--- config.mk ---
export PLATFORM = sky130hd
export DESIGN_NAME = fmk_keyon_dec
export DESIGN_NICKNAME = d
export VERILOG_FILES = /design/src/rtl/fmk_pkg.sv /design/src/rtl/fmk_code_map.sv /design/src/rtl/fmk_change_calc.sv /design/src/rtl/fmk_gate_bank.sv /design/src/rtl/fmk_keyon_dec.sv
export SDC_FILE = /design/constraint.sdc
export NUM_CORES = 1
export LEC_CHECK = 0
export BUFFER_PORTS_ARGS = -buffer_cell sky130_fd_sc_hd__buf_4
export CAP_MARGIN = 20
export CORE_ASPECT_RATIO = 1.4
export CORE_UTILIZATION = 54
export CTS_CLUSTER_SIZE = 25
export DETAILED_ROUTE_END_ITERATION = 10
export GPL_TIMING_DRIVEN = 0
export PLACE_DENSITY = 0.76
export SYNTH_ARGS = -nofsm -noshare
export SYNTH_HDL_FRONTEND = slang
export SYNTH_SLANG_ARGS = --single-unit
--- constraint.sdc ---
create_clock -name clk -period 2.48 [get_ports clk]
set_input_delay 0.248 -clock clk [delete_from_list [all_inputs] [get_ports clk]]
set_output_delay 0.248 -clock clk [all_outputs]
set_load 0.005 [all_outputs]
--- src/rtl/fmk_pkg.sv ---
package fmk_pkg;

    localparam int FMK_CHANNELS = 6;
    localparam int FMK_OPS      = 4;
    localparam int FMK_SLOTS    = FMK_CHANNELS * FMK_OPS;
    localparam int FMK_CODE_W   = 3;
    localparam int FMK_DATA_W   = 8;

    typedef enum logic [0:0] {
        FMK_IDLE = 1'b0,
        FMK_EMIT = 1'b1
    } fmk_state_e;

    typedef struct packed {
        logic                  valid;
        logic [FMK_CODE_W-1:0] chan;
    } fmk_sel_t;

endpackage

--- src/rtl/fmk_code_map.sv ---
// Turns the 3-bit channel code into a channel index; two codes are dead.
module fmk_code_map
    import fmk_pkg::*;
(
    input  logic [FMK_CODE_W-1:0] code,
    output fmk_sel_t              sel
);

    always_comb begin
        sel.valid = 1'b1;
        sel.chan  = code;
        unique case (code)
            3'd3, 3'd7: begin
                sel.valid = 1'b0;
                sel.chan  = '0;
            end
            3'd4, 3'd5, 3'd6: sel.chan = code - 3'd1;
            default:          sel.chan = code;
        endcase
    end

endmodule

--- src/rtl/fmk_change_calc.sv ---
// Edge finder for one channel nibble with a forced-gate overlay.
module fmk_change_calc #(
    parameter int OPS = 4
) (
    input  logic [OPS-1:0] new_gate,
    input  logic [OPS-1:0] old_gate,
    input  logic [OPS-1:0] force_mask,
    output logic [OPS-1:0] rise,
    output logic [OPS-1:0] fall
);

    logic [OPS-1:0] eff_new;
    logic [OPS-1:0] eff_old;
    logic [OPS-1:0] moved;

    always_comb begin
        eff_new = new_gate | force_mask;
        eff_old = old_gate | force_mask;
        moved   = eff_new ^ eff_old;
        rise    = moved & new_gate;
        fall    = moved & ~new_gate;
    end

endmodule

--- src/rtl/fmk_gate_bank.sv ---
// Per-channel storage of operator gate nibbles.
module fmk_gate_bank #(
    parameter int CHANNELS = 6,
    parameter int OPS      = 4,
    parameter int SEL_W    = 3
) (
    input  logic                    clk,
    input  logic                    rst_n,
    input  logic                    load,
    input  logic [SEL_W-1:0]        chan,
    input  logic [OPS-1:0]          nibble,
    output logic [CHANNELS*OPS-1:0] gates
);

    for (genvar c = 0; c < CHANNELS; c++) begin : g_chan
        logic [OPS-1:0] nib_q;
        always_ff @(posedge clk) begin
            if (!rst_n) begin
                nib_q <= '0;
            end else if (load && (chan == SEL_W'(c))) begin
                nib_q <= nibble;
            end
        end
        assign gates[c*OPS +: OPS] = nib_q;
    end

endmodule

--- src/rtl/fmk_keyon_dec.sv ---
// Operator gate decoder: stores gates, emits one-cycle start/stop pulses.
module fmk_keyon_dec
    import fmk_pkg::*;
#(
    parameter int CSM_CHANNEL = 2
) (
    input  logic                  clk,
    input  logic                  rst_n,
    input  logic                  wr_en,
    input  logic [FMK_DATA_W-1:0] wr_data,
    input  logic [FMK_OPS-1:0]    csm_keyon,
    output logic [FMK_SLOTS-1:0]  key_on,
    output logic [FMK_SLOTS-1:0]  key_off,
    output logic [FMK_SLOTS-1:0]  gate_state
);

    localparam int CH    = FMK_CHANNELS;
    localparam int OPS   = FMK_OPS;
    localparam int SLOTS = CH * OPS;
    localparam int NIB_LO = FMK_DATA_W - OPS;

    fmk_sel_t       sel;
    logic           write_ok;
    logic [OPS-1:0] new_nib;
    logic [OPS-1:0] old_nib;
    logic [OPS-1:0] csm_q;
    logic [OPS-1:0] csm_mask;
    logic [OPS-1:0] rise;
    logic [OPS-1:0] fall;
    logic [SLOTS-1:0] on_next;
    logic [SLOTS-1:0] off_next;
    logic [SLOTS-1:0] on_q;
    logic [SLOTS-1:0] off_q;
    logic           spare_unused;
    fmk_state_e     state_q;
    fmk_state_e     state_d;

    assign new_nib      = wr_data[FMK_DATA_W-1:NIB_LO];
    assign spare_unused = wr_data[FMK_CODE_W];

    fmk_code_map u_map (
        .code (wr_data[FMK_CODE_W-1:0]),
        .sel  (sel)
    );

    assign write_ok = wr_en && sel.valid;

    // Registered copy of the forced gates; cleared by reset.
    always_ff @(posedge clk) begin
        if (!rst_n) begin
            csm_q <= '0;
        end else begin
            csm_q <= csm_keyon;
        end
    end

    always_comb begin
        old_nib = '0;
        for (int c = 0; c < CH; c++) begin
            if (sel.chan == FMK_CODE_W'(c)) begin
                old_nib = gate_state[c*OPS +: OPS];
            end
        end
    end

    assign csm_mask = (sel.chan == FMK_CODE_W'(CSM_CHANNEL)) ? csm_q : '0;

    fmk_change_calc #(
        .OPS (OPS)
    ) u_calc (
        .new_gate   (new_nib),
        .old_gate   (old_nib),
        .force_mask (csm_mask),
        .rise       (rise),
        .fall       (fall)
    );

    for (genvar c = 0; c < CH; c++) begin : g_spread
        assign on_next[c*OPS +: OPS]  = (sel.chan == FMK_CODE_W'(c)) ? rise : '0;
        assign off_next[c*OPS +: OPS] = (sel.chan == FMK_CODE_W'(c)) ? fall : '0;
    end

    fmk_gate_bank #(
        .CHANNELS (CH),
        .OPS      (OPS),
        .SEL_W    (FMK_CODE_W)
    ) u_bank (
        .clk    (clk),
        .rst_n  (rst_n),
        .load   (write_ok),
        .chan   (sel.chan),
        .nibble (new_nib),
        .gates  (gate_state)
    );

    // State register
    always_ff @(posedge clk) begin
        if (!rst_n) begin
            state_q <= FMK_IDLE;
        end else begin
            state_q <= state_d;
        end
    end

    // Transitions: go-emit, re-emit, drop, hold
    always_comb begin
        state_d = state_q;
        unique case (state_q)
            FMK_IDLE: state_d = write_ok ? FMK_EMIT : FMK_IDLE;
            FMK_EMIT: state_d = write_ok ? FMK_EMIT : FMK_IDLE;
            default:  state_d = FMK_IDLE;
        endcase
    end

    // Outputs: pulse vectors captured on a valid write, shown in FMK_EMIT
    always_ff @(posedge clk) begin
        if (!rst_n) begin
            on_q  <= '0;
            off_q <= '0;
        end else if (write_ok) begin
            on_q  <= on_next;
            off_q <= off_next;
        end
    end

    assign key_on  = (state_q == FMK_EMIT) ? on_q  : '0;
    assign key_off = (state_q == FMK_EMIT) ? off_q : '0;

endmodule

; Yosys cells after proc, flatten, opt, wreduce, memory -nomap -nowiden
; Cells that the tools add are included.
[word_totals]
regBits = 77
input_bits = 15
output_inout_bits = 72
word_cells = 61
[classes]
n_addsub = 1
n_eq_ne = 10
mux = 24
bitwise = 6
n_reduce_logical = 10
[op_table]
columns = op, n
row1 = $mux 4, 19
row2 = $mux 24, 2
row3 = $eq 3x3->1 const B, 6
row4 = $eq 3x2->1 const B, 3
row5 = $and 4x4->4, 2
row6 = $or 4x4->4, 2
row7 = $logic_and 1x1->1, 7
row8 = $pmux 3 s2, 1
row9 = $not 4->4, 1
row10 = $xor 4x4->4, 1
row11 = $eq 3x1->1 const B, 1
row12 = $logic_not 3->1, 1
row13 = $reduce_or 3->1, 1
row14 = $sub 3x1->3 const B, 1
row15 = $mux 1, 2
row16 = $reduce_or 2->1, 1

; Depth between registers and ports, before layout
; Gate-level depths: netlist of run 1.
[logic_depth]
ltp_word = 14
mapped_depth = 9
mapped_depth_nobuf = 7

; By module
; From an unflattened synthesis of run 1, not the netlist that was laid out.
[unflattened]
cells_unflattened = 388
hier_area_um2 = 3697.3
[by_module_without_submodules]
columns = module, n_inst, cells_per_inst, area_per_inst_um2, seq_area_each_um2
row1 = fmk_keyon_dec, 1, 273, 2548.7, 1061.0
row2 = fmk_gate_bank, 1, 89, 949.7, 480.5
row3 = fmk_code_map, 1, 18, 138.9, 0.0
row4 = fmk_change_calc, 1, 8, 60.1, 0.0

; Least setup slack after synthesis of run 1
; No wires, ideal clock.
[synth_path]
path_kind = input -> register
start = input port wr_data[0]
end = register off_q[12]
setup_ns = 0.096
arrival_time_ns = 1.987
t_required_ns = 2.384
slack_ns = 0.398
path_stages = 7
path_buffers = 0
path_cell_list = inv_1 -> ha_1 -> nand2b_2 -> a32oi_4 -> a22oi_1 -> o311a_4 -> o41ai_2
[synth_between]
elab_chain_len = 14
elab_cells_between_ends = 29
cone_classes = add/sub (1) / eq/ne (10) / mux (10) / bitwise (4) / reduce/logical (4)
[synth_rtl]
columns = item, line
row1 = start: declaration, fmk_keyon_dec.sv:10  ; input logic [FMK_DATA_W-1:0] wr_data,
row2 = branches (longest 14 deep; another with $sub 3x1->3), -
row3 = end signal: assignment, fmk_keyon_dec.sv:122  ; off_q <= off_next;
row4 = end: declaration, fmk_keyon_dec.sv:33  ; logic [SLOTS-1:0] off_q;
; Parallel ways; which one is timed is not known.
; A chain may end at the register's enable or synchronous reset.

; Worst setup path after layout of run 1
[layout_path]
start = input port wr_data[0]
end = register on_q[6]
[layout_between]
elab_chain_len = 14
elab_cells_between_ends = 29
cone_classes = add/sub (1) / eq/ne (10) / mux (10) / bitwise (4) / reduce/logical (4)
[layout_rtl]
columns = item, line
row1 = branches (longest 14 deep; another with $sub 3x1->3), -
row2 = end signal: assignment, fmk_keyon_dec.sv:121  ; on_q <= on_next;
row3 = end: declaration, fmk_keyon_dec.sv:32  ; logic [SLOTS-1:0] on_q;
; Parallel ways; which one is timed is not known.

==> results of run 1 <==
-- cell type report --
cell class                      count  area, um^2  share of cell area
Buffer                             27         120              0.0255
Clock buffer                       10         138              0.0292
Clock inverter                      6        70.1              0.0149
Inverter                           11        41.3             0.00875
Multi-Input combinational cell    308        2070               0.439
Sequential cell                    77        1540               0.327
Tap cell                           92         115              0.0244
Timing Repair Buffer               83         623               0.132
-- kinds of logic (layout without fill, tap and decap cells) --
family                   after synthesis  after routing  share of synthesized area
AO/OA/AOI/OAI                        103            103                      0.244
adder cells (fa/ha/maj)                3              3                     0.0100
buffers and inverters                 38            137                     0.0430
flip-flops                            77             77                      0.411
multiplexers                           8              8                     0.0220
AND/OR/NAND/NOR                      194            194                      0.270
-- metal layers --
| metal | track usage | vias to the layer above | share of wire |
|---|---|---|---|
| li1 | - | 1690 | - |
| met5 | 0 | - | 0 |
| met2 | 0.535 | 149 | 0.51 |
| met4 | 0.137 | 0 | 0.026 |
| met1 | 0.364 | 1696 | 0.41 |
| met3 | 0.0540 | 22 | 0.055 |
-- layout by cell type, fill, tap and decap left out, drive strengths merged, types with 2 or more instances in the layout --
cell type | netlist | layout
a211oi | 4 | 4
a21oi | 20 | 20
a22o | 2 | 2
a22oi | 8 | 8
a31oi | 2 | 2
a32o | 4 | 4
a32oi | 4 | 4
and2 | 53 | 53
buf | 6 | 89
clkbuf | 21 | 31
clkinvlp | 0 | 3
dfxtp | 77 | 77
ha | 3 | 3
inv | 11 | 13
mux2 | 2 | 2
mux2i | 6 | 6
nand2 | 92 | 92
nand2b | 7 | 7
nand4 | 3 | 3
nor2 | 15 | 15
nor2b | 4 | 4
nor3 | 3 | 3
nor4 | 3 | 3
o211a | 2 | 2
o211ai | 3 | 3
o21ai | 8 | 8
o311a | 2 | 2
o311ai | 2 | 2
o31ai | 23 | 23
o41ai | 16 | 16
or3 | 3 | 3
or4b | 2 | 2
-- path summary, 6_finish.rpt --
path / start / endpoint / cells past startpoint
worst min register to register: on_q[15] / on_q[15] / 2
worst max register to register: u_bank.g_chan[0].nib_q[2] / on_q[6] / 5
worst min-delay path: wr_data[7] / off_q[11] / 2
worst max-delay path: wr_data[0] / on_q[6] / 9
-- worst reg2reg max path: stages (launching register included) --
cell and delay, ns:
sky130_fd_sc_hd__dfxtp_1 0.39, sky130_fd_sc_hd__nand2_1 0.06, sky130_fd_sc_hd__a211oi_1 0.27, sky130_fd_sc_hd__o31ai_1 0.13, sky130_fd_sc_hd__a32oi_1 0.55, sky130_fd_sc_hd__o31ai_1 0.16
-- registers in the layout (all words and copies together) (netlist names) --
signal / count
csm_q: 4
state_q: 1
u_bank.g_chan.nib_q: 24
off_q: 24
on_q: 24
-- metrics by stage --
stage / TNS, ns / power [mW]
finish: 0 / 2.56
global placement: -5.46 / 1.57
detailed placement: -7.00 / 1.57
floorplan: 0 / 1.47
global route: -0.0107 / 2.63
CTS: 0 / 2.55
-- where the power goes --
| group | switching (mW) | internal, mW |
|---|---|---|
| combinational | 0.194 | 0.0892 |
| sequential | 0.0134 | 1.26 |
| clock | 0.506 | 0.499 |
| total | 0.714 | 1.84 |
==> summary by stage, run 1 <==
Status
The flow ran to the end, and the final reports show no timing, DRC or antenna violations.

Finish
The proportion of layout cells with a drive suffix above 1 is 0.266. Excluding fillers, the count of instances in the completed layout stands at 614. The final design instance area without fill is 0.00472 mm^2. The area growth from synthesis to layout is 25.7%. The layout has 573 filler cells. The number of nets in the layout is 535.

The final core area utilization is 0.709. The number of antenna diodes in the final layout is 0.

Route
The count of nets left with antenna violations once routing finished came out at 0. The detailed-route wire length per cell is 17.7 um. The total wire length after detailed routing is 10.9 mm. For this run, the detailed router's first-pass iteration total came to 5. The final route contains 3557 vias. After detailed routing, the number of vias per cell comes to 5.79. After detailed routing, the number of remaining DRC violations is 0. After the first detailed-routing iteration, the DRC count stood at 216.

Place
The placed wire-length estimate is 8.05 mm. The final RePlAce weighted congestion is 0.886. OpenSTA, run right after detailed placement, puts the worst setup slack at -0.342 ns.

During placement, the flow inserted port buffers numbering 83. The cell area after placement is 0.00449 mm^2. The placed instance count is 598.

Logic synthesis
By count the netlist is led by 92 x sky130_fd_sc_hd__nand2_1, 77 x sky130_fd_sc_hd__dfxtp_1, 52 x sky130_fd_sc_hd__and2_1. Of the post-synthesis cell area, the dominant cell type holds 0.411. In this run the mean area of a mapped cell was 8.88 um^2. The distinct cell type count of the synthesized netlist is 56. The proportion of register bits with asynchronous set or reset after synthesis is 0. The cell with the most instances after synthesis is sky130_fd_sc_hd__nand2_1. The Yosys step of the flow raised 0 warnings. For this run, the leading register cell type out of synthesis is sky130_fd_sc_hd__dfxtp_1. The register bit total from synthesis is 77. By area the synthesized netlist is led by sky130_fd_sc_hd__dfxtp_1 41%, sky130_fd_sc_hd__nand2_1 9.2%, sky130_fd_sc_hd__and2_1 8.7%. The count of flip-flops with a built-in enable after synthesis is 0. The biggest area consumer among synthesized cells is sky130_fd_sc_hd__dfxtp_1. Of the synthesized area, sequential elements account for 0.411. The post-synth net total is 441. Synthesis produced 423 cells. The total standard cell area after synthesis is 0.00375 mm^2.

Critical path
For this run, the slowest stage of the critical path takes 0.58 ns. Data on the critical path arrives at its endpoint at 2.64 ns. STA classifies the critical path endpoint as a register. The count of buffering cells on the critical path with inverters included is 3. The slowest stage cell on the critical path is sky130_fd_sc_hd__a32oi_1. The signal on the critical path passes through buf_4 -> inv_1 -> ha_1 -> nor2b_4 -> buf_6 -> nor3_2 -> a22oi_1 -> a32oi_1 -> o31ai_1.

The sort of element at the start of the critical path is an input pin. The largest driver fanout on the critical path is 10. The critical path in this run is classified as in -> reg.

In this design, the largest share of critical-path delay is due to compound AO/OA/AOI/OAI gates. The register-to-register setup slack is 0.79 ns. At the worst endpoint, the required time is 2.70 ns.

STA
The clock arrives with 0.00802 ns of skew. The max-slew violation count is 0. The worst hold slack after final layout is 0.0948 ns. The final critical-path required period is 2.42 ns. The count of final hold-check violations was 0. The worst-case headroom to the max-slew limit is 0.478. Setup repair after global routing could not meet its margin everywhere.

The highest attainable clock frequency is 414 MHz. Once routing completed, OpenROAD measured the worst setup slack at 0.0628 ns. The post-route clock period utilization is 0.975. For the pin with the worst max-slew slack, the measured transition is 0.777 ns.

The number of failing setup endpoints in the final timing report is 0.

Clock network
The clock insertion delay at the later pin of the skew report is 0.36 ns. The clock input transition at the sequential cells of the worst setup and hold paths is 0.09 ns. The number of cells upsized or downsized after cts is 0.

The master cell of the clock root buffer is sky130_fd_sc_hd__clkbuf_8. The maximum count of clock buffers along a single path is 2. Once the clock tree was built, the setup fixing pass inserted 0 buffers. TritonCTS built the clock tree. The number of CTS-inserted buffers is 9. Hold repair after CTS inserted 0 buffers. The maximum level of the CTS H-tree is 3.

The number of sinks driven by the clock tree is 77.

Die
The die extent in x is 72.5 um. In this run the standard cell core region covers 0.00666 mm^2. 87 I/O pins were placed. For this configuration, the core starts out at a cell density of 0.564. The height of the die is 101 um. The number of rows in the core area is 35. The total die area is 0.00730 mm^2.

Global route
The via count of the first global-routing pass is 3351. Entering global routing, the biggest net connects 15 pins. The wire length of the first global-routing pass is 16.9 mm.

The number of antenna violations at the first check in global routing came to 0. The sum of overflow across all layers after global routing is 0. Across every metal layer, demand over resource in global routing totals 0.307.

Power
The power density relative to cell area is 542 mW/mm^2. Across the VDD grid, the largest voltage drop is 0.569 mV. For this design the static power due to leakage is 1.96 nW.

Hold path
The worst hold path belongs to the class in -> reg.

Job
Max-cap violations in this run came to 0.
Power figures use the tool's default switching activity.
==> run 2: changes to the inputs <==
--- a/config.mk
+++ b/config.mk
@@ -15,4 +15,5 @@
 export PLACE_DENSITY = 0.76
 export SYNTH_ARGS = -nofsm -noshare
 export SYNTH_HDL_FRONTEND = slang
+export SYNTH_HIERARCHICAL = 1
 export SYNTH_SLANG_ARGS = --single-unit
==> run 2 against run 1 <==
Net effect: combinational power rose by 62%; clock power fell by 6%; via count fell by 12%; non-clock buffer count rose by 19; synthesized area fell by 1.5%; largest power group unchanged.
==> summary by stage, run 2 <==
Finish
The number of nets in the layout is 511. The largest registers in the layout are off_q: 24 flops, on_q: 24 flops, u_bank/g_chan.nib_q: 24 flops. The number of antenna diodes is 0. The area growth from synthesis to layout is 33.2%. The layout has 518 filler cells. The proportion of layout cells with a drive suffix above 1 is 0.325. At the end of the flow the core is filled with cells to 0.745. The library cell used most frequently in the layout, excluding fill and tap cells, is sky130_fd_sc_hd__buf_4. In the layout the commonest cells are 94 x sky130_fd_sc_hd__buf_4, 77 x sky130_fd_sc_hd__dfxtp_1, 56 x sky130_fd_sc_hd__and2_1.

The filler-free cell count of the finished design is 588.

Place
Timing analysis after detailed placement gives a worst setup slack of -0.547 ns. Including well taps, the total number of placed cells is 565. The placed wire-length estimate is 6.75 mm. The number of port buffers is 85. At the end of routability-driven placement, the weighted congestion stood at 0.772.

STA
Setup repair after global routing could not meet its margin everywhere. The final-layout setup total negative slack is 0 ns. Setup violations remaining at the end of the flow were counted as 0. The worst-case headroom to the max-slew limit is 0.579.

The worst path meets setup with 0.0465 ns of slack. The post-route clock period utilization is 0.981. For the final database, setup skew stands at 0.00981 ns. The max-slew violation count was 0. The worst path in the final design needs a cycle of 2.43 ns, including I/O delays and setup. At the pin with the least slew margin, the transition time is 0.628 ns. The count of final hold-check violations is 0. On the final layout, the worst hold slack is 0.116 ns.

Derived from the worst setup path, the maximum achievable clock frequency is 411 MHz.

Status
The flow ran to the end, and the final reports show no timing, DRC or antenna violations.

Die
The floorplan has 35 rows. The die is 71.9 um wide. The initial standard-cell utilization of the core is 0.559. The floorplan step defined a core boundary enclosing 0.00661 mm^2. The floorplan step defined a die boundary enclosing 0.00719 mm^2.

Measured along the y axis, the die boundary spans 99.9 um. The number of I/O pins is 87.

Global route
The first global-routing pass estimated 14.8 mm of wire. Entering global routing, the biggest net connects 14 pins. The number of antenna violations at the first check in global routing is 0. The via count of the first global-routing pass is 2975. Global routing finished with a remaining overflow of 0. In the global route stage, overall resource usage came out at 0.266.

Logic synthesis
After synthesis, the share of cell area in mux cells is 0.100. The distinct cell type count of the synthesized netlist is 33. The main flop type after synthesis is sky130_fd_sc_hd__dfxtp_1. The cell area that synthesis handed to floorplanning was 0.00370 mm^2.

The number of nets in the synthesized netlist is 408. The proportion of register bits with asynchronous set or reset after synthesis is 0. By count the netlist is led by 77 x sky130_fd_sc_hd__dfxtp_1, 56 x sky130_fd_sc_hd__and2_1, 48 x sky130_fd_sc_hd__a22oi_1, 48 x sky130_fd_sc_hd__nor2b_1, 37 x sky130_fd_sc_hd__mux2i_1. Counting flops and latches in the post-synthesis netlist gives 77. The synthesized-area fraction occupied by adder cells is 0.0169. The largest family of logic cells by synthesized area is simple AND/OR/NAND/NOR gates. The Yosys step of the flow raised 6 warnings. The area fraction in compound gates after synthesis is 0.124. The synthesized design contains 0 enable-type register cells. Of the synthesized area, sequential elements account for 0.417. Of the post-synthesis cell area, the dominant cell type holds 0.417.

The cell with the most instances after synthesis is sky130_fd_sc_hd__dfxtp_1. Dividing the synthesized area by the synthesized cell count gives 9.53 um^2. By area the synthesized netlist is led by sky130_fd_sc_hd__dfxtp_1 42%, sky130_fd_sc_hd__mux2i_1 10%, sky130_fd_sc_hd__a22oi_1 9.7%. The cell count after synthesis is 388. The xor/xnor cell area share of the yosys netlist is 0. The biggest area consumer among synthesized cells is sky130_fd_sc_hd__dfxtp_1.

Of the total synthesized cell area, the portion taken by AND, OR, NAND and NOR gates is 0.284.

Hold path
The worst hold path terminates at csm_q[3]. The worst min-delay path class is in -> reg. In this run the most critical hold path is launched from csm_keyon[3]. The worst hold path was traced through 2 stages.

Power
The standby leakage power is 2.05 nW. Power spread over the standard cell area amounts to 546 mW/mm^2. The share of total power dissipated in combinational logic is 0.171. The worst voltage drop across the vdd grid is 0.593 mV. Of the total power, the clock network draws 0.354. Of the total power, registers draw 0.475. The power dissipated by switching net loads is 0.719 mW. The fraction of power spent switching nets is 0.267. The cell internal power dissipation is 1.97 mW.

Job
The max-cap violation count is 0.

Critical path
In this run the register-to-register setup slack is 0.74 ns. The data required time of the worst path is 2.76 ns. Along the worst path, the maximum fanout reaches 6. The data arrival time at the worst-slack endpoint is 2.71 ns. The endpoint of the lowest-slack register-to-register path is off_q[2].

In this run the critical register-to-register path is launched from u_bank/g_chan[4].nib_q[2]. The sort of element at the start of the critical path is an input pin. The critical path class is in -> reg. The length in cells of the worst reg-to-reg path is 8. The element type at the critical path end is a register.

Route
The overall via count from detail_route is 3137. Dividing the detail-routed wire length by the instance count gives 16.0 um. The number of violations reported at the end of detailed-routing iteration 0 is 134. After detailed routing, the total wire length is 9.41 mm. The final routed DRC violation total is 0.

The remaining antenna violation count is 0. The number of iterations in the first detailed-routing pass is 5. The vias per cell is 5.34.

Clock network
The H-tree was split into 3 levels. In this run the deepest clock path goes through 2 buffers. TritonCTS built the clock tree. The number of sinks driven by the clock tree is 77. The clock input transition at the sequential cells of the worst setup and hold paths is 0.08 ns. Clock latency on the worst-skew pair, taken at its later pin, is 0.34 ns.

The hold-fix buffer count after cts is 0. The root buffer cell chosen for the clock tree is sky130_fd_sc_hd__clkbuf_8. The number of CTS-inserted buffers is 9.
## run 2: cell families (layout without fill, tap and decap cells)
| kind of cell | after synthesis | count (layout) |
|---|---|---|
| AO/OA/AOI/OAI | 60 | 60 |
| adder cells (fa/ha/maj) | 5 | 5 |
| buffers and inverters | 41 | 149 |
| flip-flops | 77 | 77 |
| multiplexers | 37 | 37 |
| AND/OR/NAND/NOR | 168 | 168 |
## run 2: how the worst max path moves through the flow
stage                from        end  slack (ns)  depth (start not counted)
2_1_floorplan  wr_data[0]  off_q[17]        0.04                         15
3_3_place_gp   wr_data[0]  off_q[19]       -0.45                         14
3_5_place_dp   wr_data[0]  off_q[19]       -0.55                         14
4_1_cts        wr_data[0]  off_q[13]        0.01                         16
5_1_grt        wr_data[0]  off_q[22]       -0.09                         14
6_report       wr_data[0]   off_q[2]        0.05                         16
## run 2: area by class of cell
type | instances | area [um^2] | share of cell area
plain buffers | 33 | 223 | 0.0452
repair buffers | 96 | 749 | 0.152
well taps | 92 | 115 | 0.0234
clock inverters | 5 | 58.8 | 0.0119
flip-flops and latches | 77 | 1540 | 0.313
multi-input cells | 270 | 2080 | 0.422
inverters | 4 | 20.0 | 0.00406
clock buffers | 11 | 141 | 0.0287
## run 2: metal layers
layer	vias to the layer above	share of wire	routed length (um)	global-route usage
li1	1542	-	-	-
met2	84	0.54	5090	0.499
met5	-	0	0	0
met3	13	0.034	320	0.0472
met4	0	0.019	182	0.0980
met1	1498	0.40	3810	0.296
## run 2: stage by stage
step	total power, mW	instance area, um^2
detailed placement	1.70	4520
floorplan	1.58	3760
global placement	1.69	4520
CTS	2.67	4780
finish	2.69	4930
global route	2.80	4930
## run 2: what timing repair did
action,in CTS,in global routing
resized for setup,10,23
gates cloned,0,1
endpoints found under the setup margin,48,48
pin swaps,2,8
buffers inserted,5,5
## run 2: critical path, cell delays in order
cell	delay, ns
sky130_fd_sc_hd__buf_8	0.09
sky130_fd_sc_hd__inv_4	0.04
sky130_fd_sc_hd__ha_4	0.15
sky130_fd_sc_hd__ha_4	0.17
sky130_fd_sc_hd__o41ai_4	0.29
sky130_fd_sc_hd__o21ai_2	0.12
sky130_fd_sc_hd__buf_6	0.15
sky130_fd_sc_hd__buf_4	0.13
sky130_fd_sc_hd__mux2i_1	0.10
sky130_fd_sc_hd__o21a_1	0.18
sky130_fd_sc_hd__a221oi_2	0.22
sky130_fd_sc_hd__nor3b_2	0.21
sky130_fd_sc_hd__and3_1	0.17
sky130_fd_sc_hd__clkbuf_4	0.18
sky130_fd_sc_hd__a22oi_1	0.08
sky130_fd_sc_hd__nor2b_1	0.15
## run 2: power by group through the flow
stage,logic [mW],clock network (mW),registers (mW)
finish,0.460,0.953,1.28
global route,0.494,1.02,1.28
CTS,0.419,0.973,1.28
detailed placement,0.392,0,1.31
global placement,0.387,0,1.31
floorplan,0.273,0,1.30
